<file path="config.mk">
export PLATFORM = sky130hd
export DESIGN_NAME = pc_sequencer
export DESIGN_NICKNAME = d
export VERILOG_FILES = /design/src/rtl/npc_pkg.sv /design/src/rtl/npc_branch_target.sv /design/src/rtl/npc_jump_target.sv /design/src/rtl/npc_compare.sv /design/src/rtl/pc_sequencer.sv
export SDC_FILE = /design/constraint.sdc
export NUM_CORES = 1
export LEC_CHECK = 0
export BUFFER_PORTS_ARGS = -buffer_cell sky130_fd_sc_hd__buf_2
export CAP_MARGIN = 20
export CORE_MARGIN = 3
export CORE_UTILIZATION = 37
export CTS_CLUSTER_DIAMETER = 150
export DETAILED_ROUTE_END_ITERATION = 10
export GPL_ROUTABILITY_DRIVEN = 0
export MAX_ROUTING_LAYER = met4
export PLACE_DENSITY = 0.66
export SKIP_LAST_GASP = 1
export SYNTH_ARGS = -nofsm -noshare
export SYNTH_HDL_FRONTEND = slang
export SYNTH_SLANG_ARGS = --single-unit
</file>
<file path="constraint.sdc">
create_clock -name clk -period 10.82 [get_ports clk]
set_input_delay 0.541 -clock clk [delete_from_list [all_inputs] [get_ports clk]]
set_output_delay 0.541 -clock clk [all_outputs]
set_load 0.005 [all_outputs]
</file>
<file path="src/rtl/npc_pkg.sv">
package npc_pkg;
    localparam int ADDR_W = 32;

    typedef enum logic [2:0] {
        CTL_SEQ = 3'd0,
        CTL_BEQ = 3'd1,
        CTL_BNE = 3'd2,
        CTL_JMP = 3'd3,
        CTL_JAL = 3'd4,
        CTL_JR  = 3'd5
    } ctl_class_e;

    typedef struct packed {
        logic [ADDR_W-1:0] pc;
    } pc_state_t;
endpackage

</file>
<file path="src/rtl/npc_branch_target.sv">
module npc_branch_target #(
    parameter int W     = 32,
    parameter int OFF_W = 16
) (
    input  logic [W-1:0]     pc,
    input  logic [OFF_W-1:0] offset,
    output logic [W-1:0]     pc_plus4,
    output logic [W-1:0]     target
);
    localparam int EXT_W = W - OFF_W - 2;

    logic [W-1:0] disp;

    always_comb begin
        pc_plus4 = pc + W'(4);
        disp     = {{EXT_W{offset[OFF_W-1]}}, offset, 2'b00};
        target   = pc_plus4 + disp;
    end
endmodule

</file>
<file path="src/rtl/npc_jump_target.sv">
module npc_jump_target #(
    parameter int W     = 32,
    parameter int IDX_W = 26
) (
    input  logic [W-1:0]     pc_plus4,
    input  logic [IDX_W-1:0] index,
    output logic [W-1:0]     target
);
    localparam int HI_W = W - IDX_W - 2;

    generate
        if (HI_W > 0) begin : g_region
            assign target = {pc_plus4[W-1 -: HI_W], index, 2'b00};
        end else begin : g_flat
            assign target = {index, 2'b00};
        end
    endgenerate
endmodule

</file>
<file path="src/rtl/npc_compare.sv">
module npc_compare #(
    parameter int W = 32
) (
    input  logic [W-1:0] a,
    input  logic [W-1:0] b,
    output logic         equal
);
    logic [W-1:0] diff;

    always_comb begin
        diff  = a ^ b;
        equal = (diff == '0);
    end
endmodule

</file>
<file path="src/rtl/pc_sequencer.sv">
module pc_sequencer
    import npc_pkg::*;
#(
    parameter logic [31:0] RESET_VEC = 32'h0000_0100,
    parameter int          OFF_W     = 16,
    parameter int          IDX_W     = 26
) (
    input  logic        clk,
    input  logic        rst_n,
    input  logic        step_en,
    input  logic [2:0]  ctl_class,
    input  logic [15:0] br_offset,
    input  logic [25:0] jmp_index,
    input  logic [31:0] jr_value,
    input  logic [31:0] cmp_a,
    input  logic [31:0] cmp_b,
    output logic [31:0] pc_q,
    output logic [31:0] next_pc,
    output logic        link_we,
    output logic [31:0] link_data,
    output logic        jr_misalign
);
    localparam int W = ADDR_W;

    pc_state_t  state_d, state_q;
    ctl_class_e cls;

    logic [W-1:0] pc_plus4, br_target, jmp_target;
    logic         ops_equal;

    assign cls = ctl_class_e'(ctl_class);

    npc_branch_target #(.W(W), .OFF_W(OFF_W)) u_branch (
        .pc       (state_q.pc),
        .offset   (br_offset),
        .pc_plus4 (pc_plus4),
        .target   (br_target)
    );

    npc_jump_target #(.W(W), .IDX_W(IDX_W)) u_jump (
        .pc_plus4 (pc_plus4),
        .index    (jmp_index),
        .target   (jmp_target)
    );

    npc_compare #(.W(W)) u_cmp (
        .a     (cmp_a),
        .b     (cmp_b),
        .equal (ops_equal)
    );

    always_comb begin
        next_pc     = pc_plus4;
        link_we     = 1'b0;
        jr_misalign = 1'b0;
        unique case (cls)
            CTL_BEQ: if (ops_equal)  next_pc = br_target;
            CTL_BNE: if (!ops_equal) next_pc = br_target;
            CTL_JMP: next_pc = jmp_target;
            CTL_JAL: begin
                next_pc = jmp_target;
                link_we = 1'b1;
            end
            CTL_JR: begin
                if (jr_value[1:0] != 2'b00) begin
                    jr_misalign = 1'b1;
                    next_pc     = state_q.pc;
                end else begin
                    next_pc = jr_value;
                end
            end
            default: next_pc = pc_plus4;
        endcase
        link_data = pc_plus4;
        state_d   = state_q;
        if (step_en) state_d.pc = next_pc;
    end

    always_ff @(posedge clk or negedge rst_n) begin
        if (!rst_n) state_q.pc <= RESET_VEC;
        else        state_q    <= state_d;
    end

    assign pc_q = state_q.pc;

    assert_hold_R10: assert property (@(posedge clk) disable iff (!rst_n)
        !step_en |=> pc_q == $past(pc_q));

    assert_seq_step_R2: assert property (@(posedge clk) disable iff (!rst_n)
        (step_en && ctl_class == 3'd0) |=> pc_q == $past(pc_q) + 32'd4);

    assert_jr_go_R8: assert property (@(posedge clk) disable iff (!rst_n)
        (step_en && ctl_class == 3'd5 && jr_value[1:0] == 2'b00)
            |=> pc_q == $past(jr_value));

    assert_misalign_hold_R9: assert property (@(posedge clk) disable iff (!rst_n)
        (step_en && jr_misalign) |=> $stable(pc_q));

    assert_link_only_call_R7: assert property (@(posedge clk) disable iff (!rst_n)
        link_we |-> (ctl_class == 3'd4 && !jr_misalign));

    assert_flag_only_jr_R9: assert property (@(posedge clk) disable iff (!rst_n)
        jr_misalign |-> ctl_class == 3'd5);
endmodule

</file>
Word level (Yosys, flattened, before mapping)
Index checks and enable logic that the tools add are counted.
{ "word_totals": {"wordCells": 19, "input_bits": 144, "ff_bits": 32} }
{ "op_classes": {"n_mux": 7, "n_eq_ne": 5, "addsub": 2, "n_bitwise": 1, "n_reduce_logical": 3} }
{ "ops": {"columns": ["cell", "count"], "rows": [
  ["$pmux W32 S4", 1],
  ["$mux W32", 3],
  ["$add A32 B3 Y32 const B", 1],
  ["$add A32 B32 Y32", 1],
  ["$logic_not A32 Y1", 1],
  ["$xor A32 B32 Y32", 1],
  ["$eq A3 B2 Y1 const B", 2],
  ["$eq A3 B3 Y1 const B", 2],
  ["$eq A3 B1 Y1 const B", 1],
  ["$mux W1", 3],
  ["$reduce_bool A2 Y1", 1],
  ["$reduce_or A2 Y1", 1]
]} }

Longest topological paths before layout
{ "depth": {"ltp_word": 4, "ltp_mapped": 18, "ltp_nobuf": 18} }

By module
A second synthesis with hierarchy kept.
{ "unflattened": {"hier_cells": 966, "area_unflattened_um2": 6612.6} }
{ "by_module_without_submodules": {"columns": ["module", "seq_area_each_um2", "area_each_um2", "cells_each", "n_inst"], "rows": [
  ["pc_sequencer", 802.0, 3812.4, 586, 1],
  ["npc_branch_target", 0.0, 2209.6, 304, 1],
  ["npc_compare", 0.0, 346.6, 43, 1],
  ["npc_jump_target", 0.0, 244.0, 33, 1]
]} }

Worst setup path before layout
No wires, ideal clock.
{ "synth_path": {"kind": "register to output", "start": "register, netlist name pc_q[4]", "end": "output next_pc[31]", "n_path_buf": 0, "stages_incl_launch_ff": 18, "slack_ns": 6.703, "required_time_ns": 10.279, "t_arrival_ns": 3.576, "cell_sequence": "dfrtp_1 -> and4_1 -> and3_1 -> nand4_1 -> inv_1 -> and3_1 -> xor2_1 -> ha_1 -> a21oi_1 -> o221ai_2 -> a31oi_1 -> o21ai_1 -> nor2b_1 -> o21ai_0 -> o31ai_1 -> a41oi_1 -> a21oi_1 -> o22a_1"} }
{ "synth_between": {"elab_chain_len": 4} }
{ "synth_rtl": {"columns": ["element", "line_no", "source"], "rows": [
  ["$add A32 B3 Y32 *", "npc_branch_target.sv:15", "pc_plus4 = pc + W'(4);"],
  ["via link_data[14]", "pc_sequencer.sv:20", "output logic [31:0] link_data,"],
  ["$add A32 B32 Y32 *", "npc_branch_target.sv:17", "target = pc_plus4 + disp;"],
  ["$mux W32, on equally long branches", "pc_sequencer.sv:58, pc_sequencer.sv:57", null],
  ["$pmux W32 S4 *", "pc_sequencer.sv:56", "unique case (cls)"],
  ["end, declared", "pc_sequencer.sv:18", "output logic [31:0] next_pc,"]
]} }
Mark *: on every way through the listed nets, which the timed path passes. The rest lies on a longest branch.

Final worst setup path
{ "layout_path": {"start": "register, netlist name pc_q[2]", "end": "output next_pc[31]"} }
{ "layout_between": {"elab_chain_len": 4} }
{ "layout_rtl": {"columns": ["element", "line_no"], "rows": [
  ["$add A32 B3 Y32 *", "npc_branch_target.sv:15"],
  ["$add A32 B32 Y32", "npc_branch_target.sv:17"],
  ["$mux W32, on equally long branches", "pc_sequencer.sv:58, pc_sequencer.sv:57"],
  ["$pmux W32 S4 *", "pc_sequencer.sv:56"]
]} }
Mark *: on every way between the ends. The rest lies on a longest branch, timed or not.

==> run metrics <==
met3 Track Usage GR 3.871%; setup TNS 0 ns; crit path max fanout 7; post-route minimum period slightly above 5 ns; cts repair resizes 0; Residual DRC 0; combinational power share 67.0%; Static Leakage between 3 and 4 nW; grt ovf 0; remaining antenna violation count after routing 0; Max transition margin 33.43%; Slew Viols, Final 0; Die ar. 15,070 sq um; core footprint roughly 13,000 sq um; drt first-iter violations ~320; Via density 5.453; crit path capture type output port; Syn Inst Count approximately 660; CTS buffer count 5; CTS clk-pin slew, worst paths approximately 0.060 ns; Post-synth top flop dfrtp_1; Final Hold Fails 0; worst-case clock skew roughly 0.0064 ns; DRT Pass-1 Iters 5; sequential share of the synthesized area between 15 and 20%; CP top delay family compound AO/OA/AOI/OAI gates; Sw Ratio 47.97%; P_sw ~0.00055 W; CTS Hold Buffers Added 0; detailed-route via count approximately 5,800; H-tree Lvls 2; syn avg cell area between 7 and 8 sq um; clock sink count 32; gr usage total between 20% and 30%; Worst Setup Slack, final between 5 and 6 ns; WL/cell about 18 um; most frequent cells in the layout 241 x buf_2, 104 x nand2_1, 64 x a21oi_1; Worst VDD drop around 0.067 mV; critical path buffer and inverter count 2; I/O Pins between 200 and 250; post-route cell area 6548 sq um; CP Cell Sequence ha_1 > and3_1 > nand4_1 > inv_1 > and3_1 > xor2_1 > ha_1 > a21oi_1 > o221ai_2 > a31oi_1 > o21ai_1 > nor2b_1 > o21ai_0 > o31ai_1 > a41oi_1 > a21oi_1 > o22a_1 > buf_2; Yosys cell types 74; Layout area overhead 29.75%; RSZ-0062 raised after global routing false; slowest CP cell dfrtp_1; layout cell share with drive strength beyond 1 between 30% and 40%; Fillers approximately 1,400; CTS tree built; Max Freq 192.5 MHz; Die Y-Extent between 100 and 150 um; aggregate routed wire length around 19,000 um; M1 GR Usage between 30% and 40%; most used routing layer met2; Setup Fix Bufs, Post-CTS 0; largest net degree at the start of global routing 43; Seq cells post-synth 32; clock network power share 13.5%; Largest register FFs 32; power density over the cells about 170 nW/um^2; # port buffers approximately 240; ys async rst share 100.0%; WP data arrival roughly 4.7 ns; sequential share of power 19.5%; dpl cells approximately 1,100; clock latency on the worst-skew pair 0.29 ns; outcome finished clean; Final Net Count between 1,000 and 1,500; die extent in x between 100 and 150 um; first-pass GRT wire length just under 30,000 um; final instance count without filler cells ~1,100; Post-synth EDFFs 0; worst hold path type in -> async; post-layout util 49.25%; Worst setup SP type flip-flop; row count 42; initial antenna violation count 1; Tcrit/Tclk final 48.01%; most common cell after layout, fill and taps aside buf_2; Critical Path RT roughly 10 ns; initial core utilization 37.95%; met2 usage in global routing a little under half; yosys warns 0; vias in the first global route around 5,800; max cap viols 0; final setup fails 0; Bufs on Longest Clock Path 2; clock root cell clkbuf_16; Mapped Nets around 840; Worst path max stage delay about 0.44 ns; Tightest Pin Transition between 0.9 and 1 ns; final HPWL from detailed placement 15,260 um; Internal Power 0.0005935 W; Placement Cell Area ~6400 sq um; classification of the worst setup path reg -> out; pre-CTS setup slack approximately 6 ns; Post-Syn Area approximately 5000 sq um
## through the flow
| stage | total power [W] | hold WS [ns] |
|---|---|---|
| final | 0.001141 | 0.3649 |
| after CTS | 0.001144 | 0.3904 |
| after floorplan | 0.0007139 | 0.2454 |
| after detailed placement | 0.0009845 | 0.5655 |
| after global routing | 0.001242 | 0.4236 |
| after global placement | 0.0009797 | 0.5624 |
## synth_stat cells, types with 11 or more instances
library cell / instances / share of area (%)
a21o_1: 11 / 1.6
nand4_1: 14 / 1.7
clkbuf_1: 20 / 1.5
inv_1: 16 / 1.2
xor2_1: 27 / 4.7
ha_1: 35 / 8.7
nand2_1: 104 / 7.7
dfrtp_1: 31 / 15
mux2_2: 18 / 4.0
xnor2_1: 56 / 9.7
nor2_1: 42 / 3.1
a21oi_1: 64 / 6.3
o21ai_0: 35 / 3.5
nand3_1: 18 / 1.8
## path summary, 6_finish.rpt
| check | start | endpoint | slack, ns | cells after the start |
|---|---|---|---|---|
| worst max-delay path | pc_q[2] | next_pc[31] | 5.63 | 18 |
| worst min-delay path | rst_n | pc_q[10] | 0.36 | 1 |
| worst max register to register | pc_q[2] | pc_q[31] | 6.45 | 17 |
| worst min register to register | pc_q[1] | pc_q[1] | 0.56 | 1 |
| max in group asynchronous | rst_n | pc_q[5] | 9.92 | 1 |
| min in group clk | pc_q[1] | pc_q[1] | 0.56 | 1 |
## cell families (layout without fill, tap and decap cells)
logic type                 after synthesis  after routing  synth area share [%]
adders and majority gates               36             36                 9.075
muxes                                   32             32                 7.166
xor gates and xnor gates                84             84                 14.95
buffers and inverters                   46            271                 4.017
AOI/OAI and AO/OA                      197            197                 26.41
DFF                                     32             32                 15.89
and+or+nand+nor                        237            237                 22.49
other                                    0              1                     0
## layout make-up
cell class	instances	area [sq um]	area share, %
Antenna cell	1	2.502	0.03822
Sequential cell	32	802.0	12.25
Clock inverter	2	15.01	0.2293
Inverter	17	63.81	0.9746
Tap cell	176	220.2	3.363
Timing Repair Buffer	246	1244	18.99
Multi-Input combinational cell	586	4061	62.03
Clock buffer	6	138.9	2.121
## metal layers
layer  vias to the layer above  part of all wire, %
met5                         -                    0
met4                         0                  2.0
met3                        33                  7.0
met2                       257                   49
met1                      2663                   42
li1                       2860                    -
## power groups by stage
| stage | Combinational, W | Sequential, W | Clock (W) |
|---|---|---|---|
| 5_1_grt | 0.000852 | 0.000229 | 0.000161 |
| 3_3_place_gp | 0.000760 | 0.000220 | 0 |
| 6_report | 0.000765 | 0.000223 | 0.000154 |
| 4_1_cts | 0.000766 | 0.000220 | 0.000157 |
| 3_5_place_dp | 0.000762 | 0.000222 | 0 |
| 2_1_floorplan | 0.000506 | 0.000208 | 0 |
(Power assumes the default switching activity.)
